**src/rtl/sarx_pkg.sv**
```systemverilog
package sarx_pkg;

  localparam int WORD_W = 32;
  localparam int CNT_W  = $clog2(WORD_W + 1);

  typedef enum logic [1:0] {
    FMT_I2S24 = 2'b00,
    FMT_LJ    = 2'b01,
    FMT_RJ16  = 2'b10,
    FMT_RJ24  = 2'b11
  } fmt_e;

  // Word-clock level that tags the left channel.
  function automatic logic left_level(fmt_e f);
    return (f != FMT_I2S24);
  endfunction

  // Sample width carried by each framing.
  function automatic logic [CNT_W-1:0] fmt_bits(fmt_e f);
    case (f)
      FMT_I2S24: return CNT_W'(24);
      FMT_LJ:    return CNT_W'(WORD_W);
      FMT_RJ16:  return CNT_W'(16);
      default:   return CNT_W'(24);
    endcase
  endfunction

  // MSB-anchored framings count bits from the word start.
  function automatic logic msb_first(fmt_e f);
    return (f == FMT_I2S24) || (f == FMT_LJ);
  endfunction

  // The bit seen at a word-clock change still belongs to the old word.
  function automatic logic late_lsb(fmt_e f);
    return (f == FMT_I2S24);
  endfunction

  // Left-align the cnt received bits, then sign-extend from width n.
  function automatic logic [WORD_W-1:0] take_msb(logic [WORD_W-1:0] sh,
                                                 logic [CNT_W-1:0] cnt,
                                                 logic [CNT_W-1:0] n);
    logic [WORD_W-1:0]        aligned;
    logic signed [WORD_W-1:0] s;
    aligned = sh << (CNT_W'(WORD_W) - cnt);
    s = $signed(aligned);
    s = s >>> (CNT_W'(WORD_W) - n);
    return $unsigned(s);
  endfunction

  // Keep the newest n bits and sign-extend them.
  function automatic logic [WORD_W-1:0] take_lsb(logic [WORD_W-1:0] sh,
                                                 logic [CNT_W-1:0] n);
    logic signed [WORD_W-1:0] s;
    s = $signed(sh << (CNT_W'(WORD_W) - n));
    s = s >>> (CNT_W'(WORD_W) - n);
    return $unsigned(s);
  endfunction

endpackage

```
**src/rtl/sarx_sync.sv**
```systemverilog
module sarx_sync #(
  parameter int WIDTH  = 3,
  parameter int STAGES = 2
) (
  input  logic             clk,
  input  logic             rst_n,
  input  logic [WIDTH-1:0] async_i,
  output logic [WIDTH-1:0] sync_o
);

  for (genvar g = 0; g < WIDTH; g++) begin : g_line
    logic [STAGES-1:0] chain_q;
    always_ff @(posedge clk or negedge rst_n) begin
      if (!rst_n) chain_q <= '0;
      else        chain_q <= {chain_q[STAGES-2:0], async_i[g]};
    end
    assign sync_o[g] = chain_q[STAGES-1];
  end

endmodule

```
**src/rtl/sarx_edge.sv**
```systemverilog
module sarx_edge (
  input  logic clk,
  input  logic rst_n,
  input  logic level_i,
  output logic rise_o
);

  logic prev_q;

  always_ff @(posedge clk or negedge rst_n) begin
    if (!rst_n) prev_q <= 1'b0;
    else        prev_q <= level_i;
  end

  assign rise_o = level_i & ~prev_q;

endmodule

```
**src/rtl/sarx_slot.sv**
```systemverilog
module sarx_slot
  import sarx_pkg::*;
(
  input  logic              clk,
  input  logic              rst_n,
  input  logic              bit_tick_i,
  input  logic              word_edge_i,
  input  fmt_e              fmt_i,
  input  logic              bit_i,
  output logic [WORD_W-1:0] word_o
);

  logic [WORD_W-1:0] sh_q,  sh_app;
  logic [CNT_W-1:0]  cnt_q, cnt_app;
  logic              shift_ok;
  logic [WORD_W-1:0] src_sh;
  logic [CNT_W-1:0]  src_cnt;

  // Register state after appending the current bit.
  always_comb begin
    shift_ok = !msb_first(fmt_i) || (cnt_q < fmt_bits(fmt_i));
    sh_app   = shift_ok ? {sh_q[WORD_W-2:0], bit_i} : sh_q;
    cnt_app  = (shift_ok && (cnt_q != CNT_W'(WORD_W))) ? cnt_q + 1'b1 : cnt_q;
  end

  // The word closed at this edge, with or without the current bit.
  always_comb begin
    src_sh  = late_lsb(fmt_i) ? sh_app  : sh_q;
    src_cnt = late_lsb(fmt_i) ? cnt_app : cnt_q;
    word_o  = msb_first(fmt_i) ? take_msb(src_sh, src_cnt, fmt_bits(fmt_i))
                               : take_lsb(src_sh, fmt_bits(fmt_i));
  end

  always_ff @(posedge clk or negedge rst_n) begin
    if (!rst_n) begin
      sh_q  <= '0;
      cnt_q <= '0;
    end else if (bit_tick_i && word_edge_i) begin
      if (late_lsb(fmt_i)) begin
        sh_q  <= '0;
        cnt_q <= '0;
      end else begin
        sh_q  <= {{(WORD_W-1){1'b0}}, bit_i};
        cnt_q <= CNT_W'(1);
      end
    end else if (bit_tick_i) begin
      sh_q  <= sh_app;
      cnt_q <= cnt_app;
    end
  end

endmodule

```
**src/rtl/serial_audio_rx.sv**
```systemverilog
module serial_audio_rx
  import sarx_pkg::*;
#(
  parameter int SYNC_STAGES = 2
) (
  input  logic              clk,
  input  logic              rst_n,
  input  logic [1:0]        fmt_sel_i,
  input  logic              bclk_i,
  input  logic              wclk_i,
  input  logic              sdata_i,
  output logic [WORD_W-1:0] left_o,
  output logic [WORD_W-1:0] right_o,
  output logic              valid_o
);

  localparam int LN_BCLK = 2;
  localparam int LN_WCLK = 1;
  localparam int LN_DATA = 0;

  logic [2:0]        pins_s;
  logic              bclk_rise_w;
  logic              boundary_w;
  logic              fmt_switch_w;
  logic              capture_w;
  logic              was_left_w;
  fmt_e              fmt_req, fmt_eff;
  logic [WORD_W-1:0] word_w;

  fmt_e              fmt_act_q;
  logic              wck_prev_q, wck_seen_q, armed_q, have_left_q, valid_q;
  logic [WORD_W-1:0] left_hold_q, left_q, right_q;

  sarx_sync #(.WIDTH(3), .STAGES(SYNC_STAGES)) u_sync (
    .clk     (clk),
    .rst_n   (rst_n),
    .async_i ({bclk_i, wclk_i, sdata_i}),
    .sync_o  (pins_s)
  );

  sarx_edge u_edge (
    .clk     (clk),
    .rst_n   (rst_n),
    .level_i (pins_s[LN_BCLK]),
    .rise_o  (bclk_rise_w)
  );

  assign fmt_req      = fmt_e'(fmt_sel_i);
  assign boundary_w   = bclk_rise_w && wck_seen_q && (pins_s[LN_WCLK] != wck_prev_q);
  assign fmt_switch_w = boundary_w && (fmt_req != fmt_act_q);
  assign fmt_eff      = fmt_switch_w ? fmt_req : fmt_act_q;
  assign capture_w    = boundary_w && !fmt_switch_w && armed_q;
  assign was_left_w   = (wck_prev_q == left_level(fmt_act_q));

  sarx_slot u_slot (
    .clk         (clk),
    .rst_n       (rst_n),
    .bit_tick_i  (bclk_rise_w),
    .word_edge_i (boundary_w),
    .fmt_i       (fmt_eff),
    .bit_i       (pins_s[LN_DATA]),
    .word_o      (word_w)
  );

  always_ff @(posedge clk or negedge rst_n) begin
    if (!rst_n) begin
      fmt_act_q   <= FMT_I2S24;
      wck_prev_q  <= 1'b0;
      wck_seen_q  <= 1'b0;
      armed_q     <= 1'b0;
      have_left_q <= 1'b0;
      valid_q     <= 1'b0;
      left_hold_q <= '0;
      left_q      <= '0;
      right_q     <= '0;
    end else begin
      valid_q <= 1'b0;
      if (bclk_rise_w) begin
        wck_prev_q <= pins_s[LN_WCLK];
        wck_seen_q <= 1'b1;
      end
      if (boundary_w) armed_q <= 1'b1;
      if (fmt_switch_w) begin
        fmt_act_q   <= fmt_req;
        have_left_q <= 1'b0;
      end
      if (capture_w) begin
        if (was_left_w) begin
          left_hold_q <= word_w;
          have_left_q <= 1'b1;
        end else if (have_left_q) begin
          left_q      <= left_hold_q;
          right_q     <= word_w;
          valid_q     <= 1'b1;
          have_left_q <= 1'b0;
        end
      end
    end
  end

  assign left_o  = left_q;
  assign right_o = right_q;
  assign valid_o = valid_q;

endmodule

```
**config.mk**
```make
export PLATFORM = sky130hd
export DESIGN_NAME = serial_audio_rx
export DESIGN_NICKNAME = d
export VERILOG_FILES = /design/src/rtl/sarx_pkg.sv /design/src/rtl/sarx_sync.sv /design/src/rtl/sarx_edge.sv /design/src/rtl/sarx_slot.sv /design/src/rtl/serial_audio_rx.sv
export SDC_FILE = /design/constraint.sdc
export NUM_CORES = 1
export LEC_CHECK = 0
export ABC_AREA = 1
export BUFFER_PORTS_ARGS = -buffer_cell sky130_fd_sc_hd__buf_4
export CORE_AREA = 2 2 141 143
export DETAILED_ROUTE_END_ITERATION = 16
export DIE_AREA = 0 0 143 145
export PLACE_DENSITY = 0.74
export SLEW_MARGIN = 25
export SYNTH_ARGS = -nofsm -noshare
export SYNTH_HDL_FRONTEND = slang
export SYNTH_SLANG_ARGS = --single-unit
```
**constraint.sdc**
```tcl
create_clock -name clk -period 10.6 [get_ports clk]
set_input_delay 1.06 -clock clk [delete_from_list [all_inputs] [get_ports clk]]
set_output_delay 1.06 -clock clk [all_outputs]
set_load 0.01 [all_outputs]
```
==> summary.txt, run 1 <==
STA
  • Final hold viol count: 0
  • RSZ-0062 raised after global routing: no
  • Fin Clk Skew: 15.8 ps
  • Setup TNS Final: 0 ps
  • Max Slew Vio Count: 0
  • Min Clock Period, post-route: 7570 ps
  • Final setup margin: roughly 3000 ps
  • Slew Limit Headroom: about 34%
  • Final period utilization: a little under three quarters
  • Fmax: approximately 0.13 GHz
  • Endpoints failing setup: 0
  • Worst slew pin tran: 982 ps

Power and ir drop
  • Logic pwr share: 61.2%
  • P_sw: 1.88 mW
  • Switching share of power: 53.2%
  • Peak supply drop: 0.176 mV
  • PwrDens: 335 nW/µm²
  • Total Power: 3.54 mW
  • Flop pwr share: a little over a fifth
  • LEAKAGE: between 5 and 6 nW
  • Internal power: 1.66 mW
  • Clock power share: 17.1%

Global routing
  • Initial antenna violation count: 0
  • GRT overflow: 0
  • Total Routing Usage GR: 26.1%
  • First-pass GRT wire length: 43,700 µm
  • Vias in the first global route: 8,700
  • Largest net degree at the start of global routing: 83

Clock tree
  • CTS Buffer Depth: 2
  • Clock Latency Late Sink: about 440 ps
  • CTS resizes: 0
  • CTS tree: built
  • Max H-tree Level: 4
  • Clk slew on worst S/H paths: 70 ps
  • CTS Hold Bufs: 0
  • Post-CTS Setup Repair Bufs: 0
  • CTS buffer count: 17
  • CTS Sinks: 148
  • Root buffer cell: clkbuf_16

Route
  • Vias: roughly 9,500
  • Initial DRC count: approximately 1,100
  • Vias/cell: 5.55
  • DRC: 0
  • Post-route ant nets: 0
  • Drt wl/cell: about 15 µm
  • Pre-antenna DRT Iters: 8
  • Routed wire length: 26,100 µm

Floorplan
  • Die area: 20,700 µm²
  • Die width: approximately 140 µm
  • Io pins: 72
  • Std cell rows: 51
  • Starting Density: 49.3%
  • Core Region: 19,200 µm²
  • Die height: 145 µm

Layout
  • Layout cell share with drive strength beyond 1: 10.5%
  • Non-filler cells, final: between 1,500 and 2,000
  • # diodes: 0
  • Fin util: 55.0%
  • Synth-to-Final Area Change: 11.7%
  • Layout net count: 1,444
  • Number of filler cells placed in the layout: 1,851

Yosys
  • Synth cell count leaders: nand2_1 (553), nand3_1 (376), dfrtp_1 (148)
  • Syn nets: 1,430
  • Mean post-synth cell area: about 6.7 µm²
  • Ys flop type: dfrtp_1
  • Post-synthesis register bit count: 148
  • Register area share after synthesis: 39.1%
  • Cells after synthesis: 1,417
  • Async SR Flop Fraction: between 90% and 100%
  • Top cells by area, synth: dfrtp_1 (39%), nand2_1 (22%), nand3_1 (20%), o21ai_0 (3.1%), inv_1 (2.9%)
  • Mapped cell area: 9460 µm²
  • Post-synth EDFFs: 0
  • Synth top area share: 39.1%
  • Count leader, synth: nand2_1
  • Yosys warns: 0
  • Yosys cell types: 34
  • Largest area contributor in the netlist: dfrtp_1

Worst setup path
  • RR Startpoint: u_edge.prev_q
  • Critical path endpoint category: flop
  • Startpoint class of the critical path: input pin
  • CP Data Required Time: around 11,000 ps
  • WS Path Type: in2reg
  • Worst r2r dst: left_hold_q[16]
  • Crit-path max FO: 80
  • WP data arrival: about 7900 ps
  • Slack of the worst reg-to-reg path: just over 3000 ps
  • FF-to-FF path depth: 29

Status
  • Status: completed

Min path
  • Hold Path Sink: u_sync.g_line[0].chain_q[1]
  • Hold Path Stages: 0
  • Class of the worst hold path: reg2reg
  • Hold Path Origin: u_sync.g_line[0].chain_q[0]

Flow run
  • Max-Cap Viols: 0

Placement
  • Number of port buffers: 71
  • Post-Place Setup Slack: 2720 ps
  • HPWL after DPL: 18,000 µm
  • Cell count after placement: 1,677
  • Placer Congestion: ~0.93
==> area by class of cell <==
class	count	area, µm²	area share (%)
clock inverter	15	163	1.54
clock buffer	17	425	4.03
sequential	148	3700	35.1
multi-input combinational	1101	5020	47.6
timing repair buffer	79	597	5.65
tap	265	332	3.14
inverter	84	320	3.03
==> power groups by stage <==
stage	registers (mW)	clock network, mW	logic (mW)
3_5_place_dp	0.773	0	2.12
2_1_floorplan	0.761	0	1.67
4_1_cts	0.764	0.613	2.13
3_3_place_gp	0.771	0	2.10
6_report	0.766	0.607	2.17
5_1_grt	0.780	0.639	2.45
==> worst max-delay path: stages <==
cell and delay, ps:
buf_4 120, inv_1 60, nand3_1 120, nand2_4 630
inv_1 100, ha_1 640, nand2_1 190, nand3_1 90
nand2_2 500, nand3_2 770, nand2_2 400, nand2_1 110
nand2_1 90, nand2_1 50, nand2_1 140, ha_1 140
nand2_1 50, buf_4 300, inv_1 730, nand3_1 280
nand3_1 210, nand3_1 120, nand3_1 170, nand2_2 100
nand2_2 300, nand2_1 140, nand2_1 90, o21ai_0 80
==> registers in the layout (all words and copies together) (netlist names), 2 cells and up <==
signal,count
left_o,32
u_sync.g_line.chain_q,6
u_slot.sh_q,32
u_slot.cnt_q,6
left_hold_q,32
fmt_act_q,2
right_o,32
==> worst max path at each step <==
| stage | from | to | slack, ps | cells after the start |
|---|---|---|---|---|
| after CTS | fmt_sel_i[1] | left_hold_q[16] | 3160 | 28 |
| after global routing | fmt_sel_i[1] | left_hold_q[19] | 2350 | 28 |
| final | fmt_sel_i[1] | left_hold_q[16] | 3030 | 28 |
| after global placement | fmt_sel_i[1] | left_hold_q[17] | 2310 | 27 |
| after detailed placement | fmt_sel_i[1] | left_hold_q[16] | 2720 | 28 |
| after floorplan | fmt_sel_i[1] | right_o[0] | 5470 | 30 |
==> cell families after synthesis <==
kind of cell / Yosys count / synth area share (%)
flip-flops: 148 / 39.1
buffers and inverters: 168 / 7.84
adder cells (fa/ha/maj): 6 / 0.794
XOR/XNOR: 6 / 0.555
AO/OA/AOI/OAI: 95 / 5.44
AND/OR/NAND/NOR: 994 / 46.2
==> layer usage <==
| metal | track usage, % | wire (µm) | vias to the layer above |
|---|---|---|---|
| li1 | - | - | 4667 |
| met1 | 37.5 | 12000 | 4428 |
| met2 | 39.7 | 12000 | 337 |
| met3 | 3.89 | 1440 | 54 |
| met4 | 9.95 | 739 | 0 |
| met5 | 0 | 0 | - |
==> cells in the final DEF, fill, tap and decap left out, types with 2 or more instances in the layout <==
master      instances
nor3_1              2
inv_8               2
clkinv_1            4
inv_4               2
nor2_4              3
ha_1                6
nand2_4             4
nor2_1             21
inv_1              73
clkinv_4            2
o21ai_1            11
and2_1              8
nand3_1           376
clkbuf_16          17
dfrtp_1           148
nand3_2             4
a21oi_1             9
xor2_1              6
nand3b_1            3
nand2_1           552
inv_6               7
inv_2               5
nor2_2              5
buf_4              78
nand2_2            13
o211ai_1            3
o21ai_0            58
o22ai_1            10
clkinvlp_4          2
==> stage by stage <==
stage / hold WS [ps] / area [µm²]
floorplan: 331 / 9460
global placement: 334 / 9970
detailed placement: 341 / 9980
CTS: 350 / 10600
global route: 357 / 10600
finish: 339 / 10600
Power figures use the tool's default switching activity.
==> run 2: changes to the inputs <==
Settings changed: ABC_AREA 1 to 0, CORE_AREA 2 2 141 143 to 2 2 139 141, DIE_AREA 0 0 143 145 to 0 0 141 143.
Clock period 10.6 ns to 7.48 ns, I/O delays scaled along.
==> summary.txt, run 2 <==
Worst setup path
  • Slowest stage delay, CP: 690 ps (-80 ps)
  • Critical path endpoint category: flop
  • WS Path Type: reg2reg
  • Startpoint class of the critical path: flop
  • CP Data Required Time: 7800 ps (-3100 ps)
  • Crit-path max FO: 19 (-76%)
  • WP data arrival: 6930 ps (-950 ps)
  • Critical path, cell by cell: and3b_1, a21boi_2, a21oi_2, inv_1, ha_1, nor2b_1, o21ai_2, a2bb2oi_1, nand3_1, inv_1, ha_1, o21ai_2, nor2_2, mux2i_1, mux2i_1, mux2_2, o211ai_1, a21oi_1, nor3_2, a221oi_1, mux2_2
  • CP max stage cell: nor2_2

Status
  • Status: completed

Yosys
  • Yosys cell types: 75 (+120%)
  • Yosys warns: 0 (unchanged)
  • Synth top area share: 40.4% (+1.3 points)
  • Syn nets: 1,091 (-24%)
  • Register area share after synthesis: 40.4% (+1.3 points)
  • Synth cell count leaders: nand2_1 (171), dfrtp_1 (148), nand3_1 (107)
  • Ys flop type: dfrtp_1
  • Mean post-synth cell area: 8.50 µm² (+27%)
  • Count leader, synth: nand2_1
  • Async SR Flop Fraction: 100% (unchanged)
  • Mapped cell area: 9170 µm² (-3.1%)
  • Top cells by area, synth: dfrtp_1 (40%), nand2_1 (7.0%), nand3_1 (5.8%), mux2_2 (3.8%), a21oi_1 (3.7%)
  • Largest area contributor in the netlist: dfrtp_1
  • Post-synthesis register bit count: 148 (unchanged)
  • Post-synth EDFFs: 0 (unchanged)
  • Cells after synthesis: 1,078 (-24%)

STA
  • Endpoints failing setup: 0 (unchanged)
  • Fin Clk Skew: 18.1 ps (+2.30 ps)
  • Fmax: 0.151 GHz
  • Slew Limit Headroom: 31.3% (-2.9 points)
  • Final hold slack: 316 ps (-22.7 ps)
  • Final period utilization: between 80% and 90%
  • RSZ-0062 raised after global routing: no
  • Final hold viol count: 0 (unchanged)
  • Setup TNS Final: 0 ps (unchanged)
  • Max Slew Vio Count: 0 (unchanged)
  • Worst slew pin tran: 1030 ps (+45.4 ps)
  • Min Clock Period, post-route: around 6600 ps

Power and ir drop
  • P_sw: 2.23 mW (+18%)
  • Internal power: 2.26 mW (+36%)
  • PwrDens: 430 nW/µm² (+28%)
  • Logic pwr share: 57.2% (-4.0 points)
  • Switching share of power: 49.6% (-3.6 points)
  • Peak supply drop: 0.241 mV (+37%)
  • LEAKAGE: 4.70 nW (-17%)
  • Clock power share: 19.4% (+2.3 points)
  • Flop pwr share: 23.4% (+1.8 points)

Placement
  • Placer Congestion: 0.945 (+1.3%)
  • Cell count after placement: 1,320 (-21%)
  • HPWL after DPL: 17,800 µm (-1.0%)
  • Placed cell areas: 9820 µm² (-1.6%)
  • Number of port buffers: 71 (unchanged)

Route
  • Routed wire length: 25,400 µm (-2.8%)
  • Vias: 8,561 (-9.8%)
  • Initial DRC count: 918 (-16%)
  • DRC: 0 (unchanged)
  • Pre-antenna DRT Iters: 6 (-2)
  • Post-route ant nets: 0 (unchanged)
  • Vias/cell: 6.33 (+14%)
  • Drt wl/cell: 18.8 µm (+23%)

Global routing
  • Largest net degree at the start of global routing: 78 (-6.0%)
  • Total Routing Usage GR: 25.8% (-0.28 points)
  • GRT overflow: 0 (unchanged)
  • Vias in the first global route: 7,826 (-10%)
  • First-pass GRT wire length: 41,800 µm (-4.4%)
  • Initial antenna violation count: 0 (unchanged)

Clock tree
  • Clk slew on worst S/H paths: 70 ps (about the same)
  • Root buffer cell: clkbuf_16
  • CTS Hold Bufs: 0 (unchanged)
  • CTS buffer count: 17 (unchanged)
  • CTS Buffer Depth: 2 (unchanged)
  • CTS resizes: 0 (unchanged)
  • Clock Latency Late Sink: 440 ps (about the same)
  • Post-CTS Setup Repair Bufs: 0 (unchanged)
  • CTS Sinks: 148 (unchanged)
  • CTS tree: built
  • Max H-tree Level: 4 (unchanged)

Layout
  • Non-filler cells, final: 1,352 (-21%)
  • Commonest cells after routing, fill and taps aside: nand2_1 (171), dfrtp_1 (148), nand3_1 (107), buf_4 (86), a21oi_1 (66)
  • Number of filler cells placed in the layout: 1,669 (-9.8%)
  • Commonest non-fill, non-tap cell in the layout: nand2_1
  • Synth-to-Final Area Change: 13.9%
  • Design area: 10,400 µm² (-1.1%)
  • # diodes: 0 (unchanged)
  • Layout cell share with drive strength beyond 1: 16.7% (+6.3 points)
  • Layout net count: 1,119 (-23%)

Floorplan
  • Die width: 141 µm (-1.4%)
  • Std cell rows: 50 (-2.0%)
  • Die height: 143 µm (-1.4%)
  • Io pins: 72 (unchanged)
  • Die area: 20,200 µm² (-2.8%)
  • Core Region: 18,600 µm² (-3.3%)
  • Starting Density: 49.3% (+0.086 points)

Flow run
  • Max-Cap Viols: 0 (unchanged)

Min path
  • Class of the worst hold path: in2async
## run 2: metal layers
layer | routed length (µm) | vias to the layer above | track usage (%)
met5 | 0 | - | 0
met3 | 1790 | 54 | 5.43
met2 | 11500 | 391 | 39.9
li1 | - | 4054 | -
met1 | 11500 | 4062 | 36.4
met4 | 606 | 0 | 8.53
## run 2: kinds of logic after synthesis
logic type | share of synthesized area (%)
adder cells (fa/ha/maj) | 0.819
multiplexers | 6.44
AO/OA/AOI/OAI | 26.2
XOR/XNOR | 1.42
AND/OR/NAND/NOR | 20.7
buffers and inverters | 4.05
flip-flops | 40.4
## run 2: worst paths after layout
kind,from,end,slack (ps),depth (start not counted)
max,u_sync.g_line[2].chain_q[1],left_hold_q[11],860,21
min reg2reg,u_sync.g_line[1].chain_q[0],u_sync.g_line[1].chain_q[1],350,0
min in group clk,u_sync.g_line[1].chain_q[0],u_sync.g_line[1].chain_q[1],350,0
max reg2reg,u_sync.g_line[2].chain_q[1],left_hold_q[11],860,21
max in group asynchronous,rst_n,u_slot.sh_q[11],5790,2
min,rst_n,left_o[18],320,1
## run 2: layout make-up
cell class	count	area, µm²	area share [%]
multi-input combinational	838	5120	49.1
clock buffer	17	425	4.07
tap	234	293	2.80
sequential	148	3700	35.5
timing repair buffer	88	684	6.55
clock inverter	14	165	1.58
inverter	13	48.8	0.467
## run 2: power by group through the flow
stage	combinational (mW)	sequential, mW	clock, mW
global route	2.79	1.07	0.915
global placement	2.45	1.06	0
floorplan	1.86	1.02	0
CTS	2.49	1.05	0.879
finish	2.57	1.05	0.871
detailed placement	2.48	1.06	0
## run 2: stage by stage
step	power [mW]	utilization [%]	setup WS, ps
2_1_floorplan	2.88	-	2000
3_3_place_gp	3.51	52.9	1010
3_5_place_dp	3.54	52.9	838
4_1_cts	4.42	56.0	802
5_1_grt	4.78	56.2	372
6_report	4.49	56.2	865
## run 2: worst max-delay path: cells and delay by family, from the launching register on
| family | cells | cell delay (ps) |
|---|---|---|
| muxes | 4 | 1200 |
| adders and majority gates | 2 | 540 |
| buffers and inverters | 2 | 170 |
| AOI/OAI and AO/OA | 8 | 2390 |
| and+or+nand+nor | 5 | 1750 |
| DFF | 1 | 430 |
==> run 3: changes to the inputs <==
Settings changed: MAX_ROUTING_LAYER set to met4, SKIP_CTS_REPAIR_TIMING set to 1.
==> summary.txt, run 3 (same netlist as run 2, synthesis figures left out) <==
Status
  • Status: completed

Worst setup path
  • CP Data Required Time: 7850 ps (+50 ps)
  • WP data arrival: 7070 ps (+140 ps)
  • FF-to-FF path depth: 21 (unchanged)
  • Slack of the worst reg-to-reg path: 780 ps (-90 ps)
  • WS Path Type: reg2reg
  • Startpoint class of the critical path: flop
  • Worst r2r dst: right_o[14]
  • Critical path endpoint category: flop
  • RR Startpoint: wck_prev_q
  • Crit-path max FO: 19 (unchanged)
  • Setup crit end: right_o[14]
  • Worst setup path startpoint: wck_prev_q

Power and ir drop
  • P_sw: 2.27 mW (+1.7%)
  • Logic pwr share: 58.0% (+0.8 points)
  • Peak supply drop: 0.253 mV (+4.7%)
  • PwrDens: 429 nW/µm² (-0.18%)
  • LEAKAGE: 4.69 nW (-0.28%)
  • Switching share of power: 50.7% (+1.1 points)
  • Internal power: 2.21 mW (-2.6%)
  • Flop pwr share: 23.6% (+0.2 points)
  • Clock power share: 18.5% (-0.9 points)
  • Total Power: 4.47 mW (-0.47%)

Floorplan
  • Die height: 143 µm (unchanged)
  • Io pins: 72 (unchanged)
  • Core Region: 18,600 µm² (unchanged)
  • Std cell rows: 50 (unchanged)
  • Starting Density: 49.3% (unchanged)
  • Die width: 141 µm (unchanged)
  • Die area: 20,200 µm² (unchanged)

STA
  • Endpoints failing setup: 0 (unchanged)
  • Setup TNS Final: 0 ps (unchanged)
  • Fin Clk Skew: 11.1 ps (-7.06 ps)
  • Slew Limit Headroom: 40.1% (+8.8 points)
  • Worst slew pin tran: 899 ps (-128 ps)
  • Final hold viol count: 0 (unchanged)
  • Min Clock Period, post-route: 6700 ps (+86.6 ps)
  • Fmax: 0.149 GHz (-1.3%)
  • Final period utilization: 89.6% (+1.2 points)
  • Max Slew Vio Count: 0 (unchanged)
  • RSZ-0062 raised after global routing: no

Layout
  • Layout net count: 1,119 (unchanged)
  • Layout cell share with drive strength beyond 1: 16.8% (+0.074 points)
  • Number of filler cells placed in the layout: 1,630 (-2.3%)
  • Commonest non-fill, non-tap cell in the layout: nand2_1
  • Commonest cells after routing, fill and taps aside: nand2_1 (171), dfrtp_1 (148), nand3_1 (107), buf_4 (86), a21oi_1 (66)
  • # diodes: 0 (unchanged)
  • Synth-to-Final Area Change: 13.6%

Clock tree
  • Root buffer cell: clkbuf_16
  • Max H-tree Level: 4 (unchanged)
  • Clock Latency Late Sink: 430 ps (about the same)
  • CTS tree: built
  • CTS Sinks: 148 (unchanged)
  • CTS buffer count: 17 (unchanged)
  • CTS Buffer Depth: 2 (unchanged)
  • Clk slew on worst S/H paths: 70 ps (about the same)

Route
  • Post-route ant nets: 0 (unchanged)
  • DRC: 0 (unchanged)
  • Pre-antenna DRT Iters: 6 (unchanged)
  • Routed wire length: 25,900 µm (+1.9%)
  • Vias: 8,623 (+0.72%)
  • Initial DRC count: 1,120 (+22%)
  • Drt wl/cell: 19.1 µm (+1.8%)
  • Vias/cell: 6.37 (+0.65%)

Global routing
  • Total Routing Usage GR: 26.8% (+1.0 points)
  • GRT overflow: 0 (unchanged)
  • Largest net degree at the start of global routing: 78 (unchanged)
  • Initial antenna violation count: 0 (unchanged)
  • Vias in the first global route: 7,712 (-1.5%)
  • First-pass GRT wire length: 42,000 µm (+0.39%)

Placement
  • Placer Congestion: 0.963 (+1.9%)
  • Number of port buffers: 71 (unchanged)
  • HPWL after DPL: 17,900 µm (+0.52%)

Min path
  • Class of the worst hold path: in2async

Flow run
  • Max-Cap Viols: 0 (unchanged)
[run 3: area by class of cell]
| cell class | instances | area, µm² | share of cell area [%] |
|---|---|---|---|
| sequential | 148 | 3700 | 35.6 |
| tap | 234 | 293 | 2.81 |
| inverter | 13 | 48.8 | 0.469 |
| clock buffer | 18 | 429 | 4.12 |
| multi-input combinational | 838 | 5130 | 49.2 |
| timing repair buffer | 88 | 677 | 6.50 |
| clock inverter | 14 | 136 | 1.31 |
[run 3: worst min-delay path by stage]
| stage | to | slack, ps | cells past startpoint |
|---|---|---|---|
| finish | left_o[18] | 320 | 1 |
| global route | u_sync.g_line[1].chain_q[1] | 360 | 0 |
| CTS | left_o[16] | 350 | 1 |
| detailed placement | u_sync.g_line[2].chain_q[1] | 340 | 0 |
| global placement | u_sync.g_line[1].chain_q[1] | 330 | 0 |
| floorplan | u_sync.g_line[0].chain_q[1] | 330 | 0 |
[run 3: worst max-delay path: stages (launching register included)]
cell       delay (ps)
dfrtp_1           450
xor2_2            220
a21boi_2          690
a21oi_2           210
inv_1             110
ha_1              240
nor2b_1           160
o21ai_2           470
a2bb2oi_1         260
nand3_1           220
inv_1              70
ha_1              310
o21ai_2           210
nor2_2            710
mux2_2            300
o21ai_1           110
o21ai_1           410
a211oi_1          190
a221oi_1          340
a21oi_1           140
a2111oi_0         670
a21o_1            140
[run 3: power groups by stage]
stage	Sequential [mW]	Clock [mW]	Combinational (mW)
6_report	1.05	0.825	2.59
5_1_grt	1.07	0.873	2.80
4_1_cts	1.05	0.838	2.50
3_5_place_dp	1.06	0	2.48
3_3_place_gp	1.06	0	2.45
2_1_floorplan	1.02	0	1.86
[run 3: through the flow]
step / hold WS (ps) / cell area (µm²) / setup slack (ps) / cells / utilization [%]
after CTS: 352 / 10400 / 750 / 1352 / 55.9
after floorplan: 331 / 9170 / 2000 / 1078 / -
after global routing: 356 / 10400 / 273 / 1353 / 56.0
final: 319 / 10400 / 778 / 1353 / 56.0
after global placement: 335 / 9820 / 1040 / 1320 / 52.9
after detailed placement: 336 / 9820 / 838 / 1320 / 52.9
[run 3: routing by layer]
metal  up-vias  routed length [µm]  global-route usage, %
met5         -                   0                      -
met4         0                 876                   9.58
met3        65                2070                   5.03
met2       463               11500                   38.6
met1      4063               11500                   37.9
li1       4032                   -                      -
